[src/rtl/tlb_pkg.sv]
// Shared definitions for the context-tagged translation cache.
// Assumes nothing beyond IEEE 1800-2017 packages.
package tlb_pkg;
    // Storage operation committed in a cycle, after priority resolution.
    typedef enum logic [1:0] {
        OP_NONE  = 2'd0,
        OP_FILL  = 2'd1,
        OP_INV   = 2'd2,
        OP_FLUSH = 2'd3
    } tlb_op_e;
endpackage

[src/rtl/tlb_tag_cmp.sv]
// Parallel tag comparator: flags every valid entry whose tag equals the query.
// Assumes tags are packed one per entry and that the valid vector lines up with them.
module tlb_tag_cmp #(
    parameter int ENTRIES = 4,
    parameter int TAG_W   = 8
) (
    input  logic [ENTRIES-1:0]            valid_vec,
    input  logic [ENTRIES-1:0][TAG_W-1:0] tags,
    input  logic [TAG_W-1:0]              query,
    output logic [ENTRIES-1:0]            match_vec
);
    // One comparator per entry, all active in the same cycle.
    for (genvar i = 0; i < ENTRIES; i++) begin : g_cmp
        assign match_vec[i] = valid_vec[i] && (tags[i] == query);
    end
endmodule

[src/rtl/tlb_first_set.sv]
// Lowest-index priority encoder: reports whether any bit is set and the lowest such index.
// Assumes IDX_W is wide enough to hold N-1.
module tlb_first_set #(
    parameter int N     = 4,
    parameter int IDX_W = 2
) (
    input  logic [N-1:0]     vec,
    output logic             found,
    output logic [IDX_W-1:0] idx
);
    // Scan from the top so that the lowest set bit is written last.
    always_comb begin
        found = |vec;
        idx   = '0;
        for (int i = N - 1; i >= 0; i--) begin
            if (vec[i]) idx = IDX_W'(i);
        end
    end
endmodule

[src/rtl/tlb_victim.sv]
// Fill slot selection: reuse the matching entry, else the lowest free one, else a rotating pointer.
// Assumes commit is high only in cycles where a fill is written.
module tlb_victim #(
    parameter int ENTRIES = 4,
    parameter int IDX_W   = 2
) (
    input  logic               clk,
    input  logic               rst_n,
    input  logic [ENTRIES-1:0] valid_vec,
    input  logic               hit_found,
    input  logic [IDX_W-1:0]   hit_idx,
    input  logic               commit,
    output logic [IDX_W-1:0]   victim_idx
);
    logic [IDX_W-1:0] rr_q;
    logic             free_found;
    logic [IDX_W-1:0] free_idx;

    tlb_first_set #(.N(ENTRIES), .IDX_W(IDX_W)) u_free (
        .vec   (~valid_vec),
        .found (free_found),
        .idx   (free_idx)
    );

    // Choose the slot in the order: same tag, free entry, rotating pointer.
    always_comb begin
        if (hit_found)       victim_idx = hit_idx;
        else if (free_found) victim_idx = free_idx;
        else                 victim_idx = rr_q;
    end

    // Advance the rotating pointer only when it supplied the slot.
    always_ff @(posedge clk) begin
        if (!rst_n) begin
            rr_q <= '0;
        end else if (commit && !hit_found && !free_found) begin
            rr_q <= (rr_q == IDX_W'(ENTRIES - 1)) ? '0 : rr_q + 1'b1;
        end
    end
endmodule

[src/rtl/ctx_tlb.sv]
// Fully associative translation cache tagged by {context, virtual page}.
// Lookup is combinational; fill, invalidate, flush and context load take effect at the clock edge.
// Assumes ENTRIES >= 2; priority in one cycle is flush, then invalidate, then fill.
module ctx_tlb #(
    parameter int ENTRIES = 4,
    parameter int CTX_W   = 2,
    parameter int VPN_W   = 6,
    parameter int PPN_W   = 4,
    parameter int OFF_W   = 10
) (
    input  logic                   clk,
    input  logic                   rst_n,
    input  logic                   ctx_load,
    input  logic [CTX_W-1:0]       ctx_in,
    input  logic                   lk_valid,
    input  logic [VPN_W+OFF_W-1:0] lk_vaddr,
    output logic                   lk_hit,
    output logic                   lk_miss,
    output logic [PPN_W+OFF_W-1:0] lk_paddr,
    output logic                   lk_dirty,
    input  logic                   fill_valid,
    input  logic [VPN_W-1:0]       fill_vpn,
    input  logic [PPN_W-1:0]       fill_ppn,
    input  logic                   fill_dirty,
    input  logic                   inv_valid,
    input  logic [VPN_W-1:0]       inv_vpn,
    input  logic                   flush
);
    import tlb_pkg::*;

    localparam int VA_W  = VPN_W + OFF_W;
    localparam int TAG_W = CTX_W + VPN_W;
    localparam int IDX_W = $clog2(ENTRIES);

    logic [CTX_W-1:0]                ctx_q;
    logic [ENTRIES-1:0]              valid_q;
    logic [ENTRIES-1:0][TAG_W-1:0]   tag_q;
    logic [ENTRIES-1:0][PPN_W-1:0]   ppn_q;
    logic [ENTRIES-1:0]              dirty_q;

    tlb_op_e          op;
    logic [TAG_W-1:0] lk_tag, req_tag;
    logic [ENTRIES-1:0] lk_match, req_match;
    logic             lk_found, req_found;
    logic [IDX_W-1:0] lk_idx, req_idx, victim_idx;

    // Resolve the single storage operation for this cycle.
    always_comb begin
        if (flush)           op = OP_FLUSH;
        else if (inv_valid)  op = OP_INV;
        else if (fill_valid) op = OP_FILL;
        else                 op = OP_NONE;
    end

    assign lk_tag  = {ctx_q, lk_vaddr[VA_W-1:OFF_W]};
    assign req_tag = {ctx_q, (op == OP_INV) ? inv_vpn : fill_vpn};

    tlb_tag_cmp #(.ENTRIES(ENTRIES), .TAG_W(TAG_W)) u_lk_cmp (
        .valid_vec (valid_q), .tags (tag_q), .query (lk_tag), .match_vec (lk_match)
    );
    tlb_tag_cmp #(.ENTRIES(ENTRIES), .TAG_W(TAG_W)) u_req_cmp (
        .valid_vec (valid_q), .tags (tag_q), .query (req_tag), .match_vec (req_match)
    );
    tlb_first_set #(.N(ENTRIES), .IDX_W(IDX_W)) u_lk_enc (
        .vec (lk_match), .found (lk_found), .idx (lk_idx)
    );
    tlb_first_set #(.N(ENTRIES), .IDX_W(IDX_W)) u_req_enc (
        .vec (req_match), .found (req_found), .idx (req_idx)
    );
    tlb_victim #(.ENTRIES(ENTRIES), .IDX_W(IDX_W)) u_victim (
        .clk        (clk),
        .rst_n      (rst_n),
        .valid_vec  (valid_q),
        .hit_found  (req_found),
        .hit_idx    (req_idx),
        .commit     (op == OP_FILL),
        .victim_idx (victim_idx)
    );

    // Drive the lookup response from the lowest matching entry.
    always_comb begin
        lk_hit   = lk_valid && lk_found;
        lk_miss  = lk_valid && !lk_found;
        lk_paddr = lk_hit ? {ppn_q[lk_idx], lk_vaddr[OFF_W-1:0]} : '0;
        lk_dirty = lk_hit && dirty_q[lk_idx];
    end

    // Hold the current context number.
    always_ff @(posedge clk) begin
        if (!rst_n)        ctx_q <= '0;
        else if (ctx_load) ctx_q <= ctx_in;
    end

    // Maintain entry valid bits under flush, invalidate and fill.
    always_ff @(posedge clk) begin
        if (!rst_n) begin
            valid_q <= '0;
        end else begin
            case (op)
                OP_FLUSH: valid_q <= '0;
                OP_INV:   valid_q <= valid_q & ~req_match;
                OP_FILL:  valid_q[victim_idx] <= 1'b1;
                default:  valid_q <= valid_q;
            endcase
        end
    end

    // Write the translation payload of a fill into the chosen slot.
    always_ff @(posedge clk) begin
        if (op == OP_FILL) begin
            tag_q[victim_idx]   <= req_tag;
            ppn_q[victim_idx]   <= fill_ppn;
            dirty_q[victim_idx] <= fill_dirty;
        end
    end
endmodule

[config.mk]
export PLATFORM = sky130hd
export DESIGN_NAME = ctx_tlb
export DESIGN_NICKNAME = d
export VERILOG_FILES = /design/src/rtl/tlb_pkg.sv /design/src/rtl/tlb_tag_cmp.sv /design/src/rtl/tlb_first_set.sv /design/src/rtl/tlb_victim.sv /design/src/rtl/ctx_tlb.sv
export SDC_FILE = /design/constraint.sdc
export NUM_CORES = 1
export LEC_CHECK = 0
export BUFFER_PORTS_ARGS = -buffer_cell sky130_fd_sc_hd__buf_2
export CAP_MARGIN = 20
export CORE_MARGIN = 10
export CORE_UTILIZATION = 30
export DETAILED_ROUTE_END_ITERATION = 12
export HOLD_SLACK_MARGIN = 0.08
export PLACE_DENSITY = 0.57
export SYNTH_ARGS = -nofsm -noshare
export SYNTH_HDL_FRONTEND = slang
export SYNTH_SLANG_ARGS = --single-unit
[constraint.sdc]
create_clock -name clk -period 8.43 [get_ports clk]
set_clock_uncertainty 0.15 [all_clocks]
set_input_delay 0.4215 -clock clk [delete_from_list [all_inputs] [get_ports clk]]
set_output_delay 0.4215 -clock clk [all_outputs]
set_load 0.02 [all_outputs]
Word level (Yosys, flattened, before mapping) --
Index checks and enable logic that the tools add are counted.
Operators by class: bitwise operators 4, add/subtract/negate cells 1, mux-type cells 34, order comparisons 3, eq/ne operators 12, reductions and logical operators 21
Operators with widths (count):
- equality test 8 bit | 8
- two-way mux 2 bit | 17
- bitwise mux 32 bit | 1
- bitwise mux 16 bit | 1
- demux 8 bit (select 2 bit) | 1
- logical AND 1 bit | 14
- two-way mux 14 bit | 1
- case mux 4 bit (3 select lines) | 1
- OR reduction 4 bit | 3
- binary-select mux 4 bit (select 2 bit) | 1
- demux 4 bit (select 2 bit) | 1
- two-way mux 4 bit | 2
- two-way mux 8 bit | 1
- NOT 4 bit | 2
- equality test 2 bit, second input constant | 3
- less-than comparator 2 x 3 -> 1 bit, second input constant | 2
- two-way mux 6 bit | 1
- AND 4 bit | 1
- bitwise mux 4 bit | 1
- OR 4 bit | 1
- zero test 1 bit | 3
- two-way mux 1 bit | 3
- nonzero test 3 bit | 1
- adder 2 x 1 -> 2 bit, second input constant | 1
- other kinds (4) | 4
Storage, ports and cells: output and inout bits 17, flip-flop bits (word level) 60

Depth between registers and ports, before layout --
Gate-level depths: netlist (run 1).
depth in word-level cells 18, depth in mapped cells 12, mapped depth without buffers 11

Modules after synthesis --
A second synthesis (run 1) with hierarchy kept.
Second synthesis, totals: cells, all modules 283, area total of the unflattened synthesis 3434.5 sq um
By module, submodules not included:
- ctx_tlb | instances 1, area an instance 2250.9 sq um, seq. area each 1681.6 sq um, cells each 130
- tlb_tag_cmp | instances 2, area an instance 460.4 sq um, seq. area each 0.0 sq um, cells each 56
- tlb_victim | instances 1, area an instance 157.7 sq um, seq. area each 40.0 sq um, cells each 20
- tlb_first_set | instances 3, area an instance 35.0 sq um, seq. area each 0.0 sq um, cells each 7

Worst setup path before layout (run 1) --
Ideal clock, no wire load.
path type input-to-reg, start input port inv_valid, end register dirty_q[3], enable pin, cell stages on the path 12, data arrival time 3.091 ns, data required time 7.898 ns, buffers on the path 1, path slack 4.806 ns, setup time 0.382 ns, cells stage by stage inv_1 a21o_1 inv_1 ha_1 buf_6 mux2i_4 xnor2_1 nor4_2 or4b_4 o211ai_1 nand3_2 nor2_1
Between the ends: word-level cells in the longest chain between the ends 3
RTL lines:
- start: declaration | RTL line ctx_tlb.sv:25 | input logic inv_valid,
- two-way mux 2 bit | RTL line ctx_tlb.sv:50 | else if (inv_valid) op = OP_INV;
- two-way mux 2 bit | RTL line ctx_tlb.sv:49 | if (flush) op = OP_FLUSH;
- equality test 2 x 1 -> 1 bit | RTL line ctx_tlb.sv:110 | if (op == OP_FILL) begin
- end signal: indexed assignment | RTL line ctx_tlb.sv:113 | dirty_q[victim_idx] <= fill_dirty;
- end: declaration | RTL line ctx_tlb.sv:39 | logic [ENTRIES-1:0] dirty_q;
No other way between the ends. A chain may end at the register's enable or synchronous reset.

Worst setup path after layout (run 1) --
start input port inv_valid, end register tag_q[23] (netlist name), enable pin
Between the ends: word-level cells in the longest chain between the ends 3
RTL lines:
- two-way mux 2 bit | RTL line ctx_tlb.sv:50
- two-way mux 2 bit | RTL line ctx_tlb.sv:49
- equality test 2 x 1 -> 1 bit | RTL line ctx_tlb.sv:110
- end signal: indexed assignment | RTL line ctx_tlb.sv:111 | tag_q[victim_idx] <= req_tag;
- end: declaration | RTL line ctx_tlb.sv:37 | logic [ENTRIES-1:0][TAG_W-1:0] tag_q;
No other way between the ends.

==> reports/metrics.cfg, run 1 <==
[hold_path]
hold_start = fill_dirty
hold_end = dirty_q[3]
hp-class = input pin to flop
holdPathStages = 1

[synthesis]
synth-compound-area-share_pct = 8.14
yosysUniqueCellTypes = 41
synth_area_per_cell_um2 = 11.5
synth-simple-area-share_pct = 16.0
synth_edf_count = 52
synthArstFlopShare_pct = 0
ys_seq_area_share_pct = 52.6
synthFlopType = edfxtp_1
synth_top_family_by_area = simple AND/OR/NAND/NOR gates
syn-num-nets = 332
synthAdderAreaFrac_pct = 1.53
muxShareOfSynthArea_pct = 3.93
yosysWarnings = 0
syn_area_um2 = 3280
netlist_instances = 286
ys_ff_latch = 60
synth_xor_xnor_area_share_pct = 15.0

[cts]
clockBufferDepth = 2
cts-resized-gates = 0
cts_sinks = 60
path_clk_slew_ps = 60
postCtsHoldBufs = 0
postCtsSetupBuffers = 0
root_buffer = clkbuf_8
cts_tree = done
clkLatencyLatePin_ps = 330
cts_htree_levels = 3
cts_buffers = 9

[power]
sw_frac_of_total_pct = 21.4
internal-power_uw = 554
finalPower_uw = 705
leakage_nw = 1.52
clkPwrFrac_pct = 43.3
pwr_density_cell_nw_per_um2 = 178
p_seq_share_pct = 47.0
peakVddDrop_mv = 0.0921
switchingPower_uw = 151
power_frac_comb_pct = 9.7

[layout]
syn_to_final_growth_pct = 20.9
layout_common_cells = buf_2 (58), edfxtp_1 (52), xnor2_1 (44), nand3_1 (27), and3_1 (20)
regArea_um2 = 1720
nNetsFinal = 395
antenna_cells = 0
drive_gt1_share_pct = 24.3
multiInputGateArea_um2 = 1460
final_common_cell = buf_2
fill_cells = 1089
fin_area_um2 = 3960

[sta]
fin_crit_sh_pct = 49.1
setup_viol = 0
min_period_ps = 4140
timing.final.ws_setup_ps = 4290
max_freq_mhz = 242
slew_headroom_pct = 46.2
grt_setup_unrepaired = false
timing.final.hold_violations = 0
tns_ps = 0
worstMarginPinSlew_ps = 806
finalMaxSlewViolations = 0
worst_hold_slack_ps = 153

[floorplanning]
core_um2 = 10700
ios = 59
fp-row-count = 38
fp.dieW_um = 124
initial_utilization_pct = 30.5
dieArea_um2 = 15500
die_y_um = 124

[critical_path]
cp_max_fo = 13
reg2regPathDepth = 6
required_ps = 8230
crit_arrival_ps = 3940
worstReg2RegEnd = tag_q[23]
worstSetupPathType = input pin to flop
ff2ff_setup_slack_ps = 5350
start_kind = input pin
worstReg2RegStart = tag_q[29]
endpoint_kind = flop

[global_route]
grt_pass1_vias = 2482
grt_pass1_wl_mm = 13.5
grt_use_total_pct = 10.8
antenna_found_initial = 0
grt_overflow = 0
grt_max_degree = 14

[detailed_routing]
vias = 2413
drc = 0
wire_per_inst_um = 16.9
dr.pass1.iters = 5
drt-initial-drc-count = 160
wl_mm = 8.35
via_per_inst = 4.88
ant_nets = 0

[run]
drv_cap = 0

[place]
dp_hpwl_mm = 6.53
placed_area_um2 = 3700
port_buffers = 58
globalplace.congestion = 0.924
dp_worst_setup_slack_ps = 3690

[run_status]
outcome = finished, final reports clean

[power groups by stage]
stage	combinational, mW	sequential (mW)	clock [mW]
final	0.0686	0.331	0.305
after global routing	0.0749	0.331	0.330
after CTS	0.0690	0.331	0.313
after detailed placement	0.0687	0.338	0
after global placement	0.0673	0.338	0
after floorplan	0.0443	0.336	0
[cell families (layout without fill, tap and decap cells)]
group                      Yosys count  count (layout)
AOI/OAI and AO/OA                   39              39
xor gates and xnor gates            56              56
adders and majority gates            4               4
buffers and inverters               23              91
DFF                                 60              60
muxes                                8               8
and+or+nand+nor                     96              96
[how the worst max path moves through the flow]
stage,start,to
after floorplan,inv_valid,dirty_q[3]
after global placement,inv_valid,dirty_q[1]
after detailed placement,inv_valid,dirty_q[1]
after CTS,inv_valid,dirty_q[1]
after global routing,inv_valid,tag_q[6]
final,inv_valid,tag_q[23]
[registers in the layout, indices dropped and copies added, names as in the netlist]
register and cells:
u_victim.rr_q 2, ctx_q 2, tag_q 32, valid_q 4
dirty_q 4, ppn_q 16
[cell type report]
class	count	area share, %
flip-flops and latches	60	43.5
multi-input cells	203	36.9
repair buffers	60	7.96
well taps	140	4.42
clock buffers	12	3.41
clock inverters	4	2.46
inverters	15	1.42
[synthesized netlist by cell type (2+ instances only)]
master	n	share of area (%)
inv_1	15	1.7
o21a_1	2	0.46
a21oi_1	7	1.1
mux2i_1	2	0.61
nand4_1	3	0.57
edfxtp_1	52	48
or3_1	2	0.38
and3_1	20	3.8
nand3_1	27	4.1
a21o_1	3	0.69
nor3_1	3	0.46
xnor2_1	44	12
mux2i_4	3	2.1
o21ai_0	14	2.1
o211ai_1	2	0.46
dfxtp_1	8	4.9
a41oi_1	2	0.53
mux2i_2	3	1.3
a41o_1	3	0.92
xor2_1	12	3.2
nand2_1	10	1.1
and2_1	3	0.57
nor2_1	14	1.6
nor4_1	6	1.1
clkbuf_1	7	0.80
ha_1	4	1.5
[worst max-delay path: stages]
cell,delay (ps)
buf_2,80
inv_1,30
a21o_1,180
inv_1,80
ha_1,620
mux2i_4,430
xnor2_1,120
nor4_2,350
or4b_4,540
o211ai_1,190
nor2b_1,220
and2_1,660
[through the flow]
step,cells,util [%]
floorplan,286,-
finish,494,36.9
global route,494,36.9
detailed placement,476,34.5
CTS,492,36.6
global placement,476,34.5
[metal layers]
metal,GRT usage (%),vias up,share of wire [%]
li1,-,1169,-
met1,14.2,1172,48
met2,16.6,63,46
met3,3.11,9,4.5
met4,3.63,0,1.2
met5,0,-,0
Power figures use the tool's default switching activity.
==> inputs of run 2 (changes only) <==
--- a/config.mk
+++ b/config.mk
@@ -5,6 +5,7 @@
 export SDC_FILE = /design/constraint.sdc
 export NUM_CORES = 1
 export LEC_CHECK = 0
+export ABC_AREA = 1
 export BUFFER_PORTS_ARGS = -buffer_cell sky130_fd_sc_hd__buf_2
 export CAP_MARGIN = 20
 export CORE_MARGIN = 10
==> constraint.sdc (replaced) <==
create_clock -name clk -period 4 [get_ports clk]
set_clock_uncertainty 0.15 [all_clocks]
set_input_delay 0.2 -clock clk [delete_from_list [all_inputs] [get_ports clk]]
set_output_delay 0.2 -clock clk [all_outputs]
set_load 0.02 [all_outputs]
==> reports/metrics.cfg, run 2 <==
[power]
pwr_density_cell_nw_per_um2 = 359
leakage_nw = 2.25
peakVddDrop_mv = 0.194

[synthesis]
yosysWarnings = 0
synth-compound-area-share_pct = 6.89
synthFlopType = edfxtp_1
synth-simple-area-share_pct = 32.9
synthAdderAreaFrac_pct = 1.33
synth_area_per_cell_um2 = 7.63
yosysUniqueCellTypes = 33
muxShareOfSynthArea_pct = 0
syn_area_um2 = 3760
yosys.area.top_type = edfxtp_1
synth_edf_count = 52
syn-num-nets = 539
netlist_instances = 493
synth_xor_xnor_area_share_pct = 2.10
ys_ff_latch = 60
synth_top_area_share_pct = 41.5
synth_area_leaders = edfxtp_1 (42%), nand2_1 (14%), inv_1 (9.1%)
ys_seq_area_share_pct = 45.8
synthArstFlopShare_pct = 0
synth_most_common_cell = nand2_1
synth_commonest_cells = nand2_1 (142), inv_1 (91), edfxtp_1 (52)
synth_top_family_by_area = simple AND/OR/NAND/NOR gates

[layout]
largest_reg_flops = 32
top_regs = tag_q: 32 flops, ppn_q: 16 flops
largest-register = tag_q
fill_cells = 1250
nNetsFinal = 615
antenna_cells = 0
layout_common_cells = nand2_1 (142), inv_1 (91), buf_2 (58), edfxtp_1 (52), nor2_1 (46)
syn_to_final_growth_pct = 23.6
final_common_cell = nand2_1
drive_gt1_share_pct = 19.2
fin_util_pct = 38.2

[hold_path]
hold_end = tag_q[2]
hp-class = input pin to flop
hold_start = fill_vpn[2]
holdPathStages = 3

[critical_path]
cp_max_fo = 11
reg2regPathDepth = 14
worstSetupPathType = flop to output port
endpoint_kind = output port
crit_arrival_ps = 2740
worstReg2RegEnd = ppn_q[10]
ff2ff_setup_slack_ps = 1130
required_ps = 3650
worstReg2RegStart = ctx_q[1]
start_kind = flop

[detailed_routing]
drt-initial-drc-count = 201
wl_mm = 10.2
wire_per_inst_um = 13.8
dr.pass1.iters = 5
vias = 3385
via_per_inst = 4.57
ant_nets = 0
drc = 0

[place]
dp_hpwl_mm = 7.95
globalplace.congestion = 0.913
port_buffers = 58

[cts]
cts_sinks = 60
clkLatencyLatePin_ps = 320
postCtsSetupBuffers = 0
cts-resized-gates = 0
cts_htree_levels = 3
cts_buffers = 9
root_buffer = clkbuf_16
path_clk_slew_ps = 50
clockBufferDepth = 2
postCtsHoldBufs = 11
cts_tree = done

[sta]
tns_ps = 0
finalMaxSlewViolations = 0
max_freq_mhz = 324
fin_crit_sh_pct = 77.1
timing.final.hold_violations = 0
setup_viol = 0
worstMarginPinSlew_ps = 621
slew_headroom_pct = 58.5
min_period_ps = 3090
grt_setup_unrepaired = false

[global_route]
grt_pass1_vias = 3322
grt_overflow = 0
antenna_found_initial = 0
grt_max_degree = 17
grt_pass1_wl_mm = 16.5
grt_use_total_pct = 11.7

[floorplanning]
ios = 59
die_y_um = 132
initial_utilization_pct = 30.9
dieArea_um2 = 17400
core_um2 = 12200
fp.dieW_um = 132
fp-row-count = 40

[run_status]
outcome = finished, final reports clean

[run]
drv_cap = 0

run 2: cell count changes in the layout (fill, tap and decap cells not counted), sizes merged, moves of 11 or more:
cell / change
dlygate4sd3: +11
nand2: +150
nand3b: +13
nor2: +35
a21oi: +12
and3: -20
xnor2: -39
inv: +80
run 2: cell type report:
type,count,area [um^2],area share [%]
multi-input combinational,330,1630,35.0
inverter,95,357,7.67
sequential,60,1720,37.0
tap,168,210,4.52
timing repair buffer,73,430,9.26
clock inverter,6,80.1,1.72
clock buffer,9,225,4.84
run 2: kinds of logic (layout without fill, tap and decap cells):
kind of cell / Yosys count / count (layout)
XOR/XNOR: 9 / 9
AND/OR/NAND/NOR: 272 / 272
flip-flops: 60 / 60
buffers and inverters: 103 / 183
adder cells (fa/ha/maj): 4 / 4
AO/OA/AOI/OAI: 45 / 45
run 2: critical path: stages (launching register included):
cell     delay [ps]
dfxtp_1         530
inv_1           110
nand2_1          70
nand2_1          50
nor2_1          280
nand4_1         540
nand2_2         410
nand2_1          90
nand3_1          80
a21oi_1          70
buf_2           170
run 2: worst max-delay path by stage:
stage,from,endpoint,slack [ps],depth (start not counted)
floorplan,inv_valid,dirty_q[0],1430,17
global placement,inv_valid,tag_q[3],770,18
detailed placement,inv_valid,ppn_q[10],720,19
CTS,ctx_q[1],lk_paddr[11],910,10
global route,ctx_q[1],lk_paddr[10],670,10
finish,ctx_q[1],lk_paddr[11],910,10
run 2: metal layers:
layer  up-vias  global-route usage, %  wire length [um]  share of wire (%)
met5         -                      0                 0                  0
met4         0                   4.02               148                1.5
met3        14                   3.05               758                7.4
met2       105                   19.1              4660                 46
met1      1546                   14.5              4640                 45
li1       1720                      -                 -                  -
run 2: through the flow:
| step | worst slack [ps] | cells | power [mW] | area (um^2) | hold WS (ps) |
|---|---|---|---|---|---|
| floorplan | 1430 | 493 | 0.813 | 3760 | 149 |
| global placement | 774 | 715 | 0.868 | 4230 | 272 |
| detailed placement | 722 | 715 | 0.870 | 4230 | 275 |
| CTS | 909 | 741 | 1.68 | 4650 | 117 |
| global route | 672 | 741 | 1.73 | 4650 | 160 |
| finish | 914 | 741 | 1.67 | 4650 | 131 |
run 2: power by group:
group          internal [mW]  switching, mW  leakage (nW)
logic                 0.0626          0.105          1.56
clock network          0.536          0.268         0.146
registers              0.692        0.00628         0.537
total                   1.29          0.379          2.25
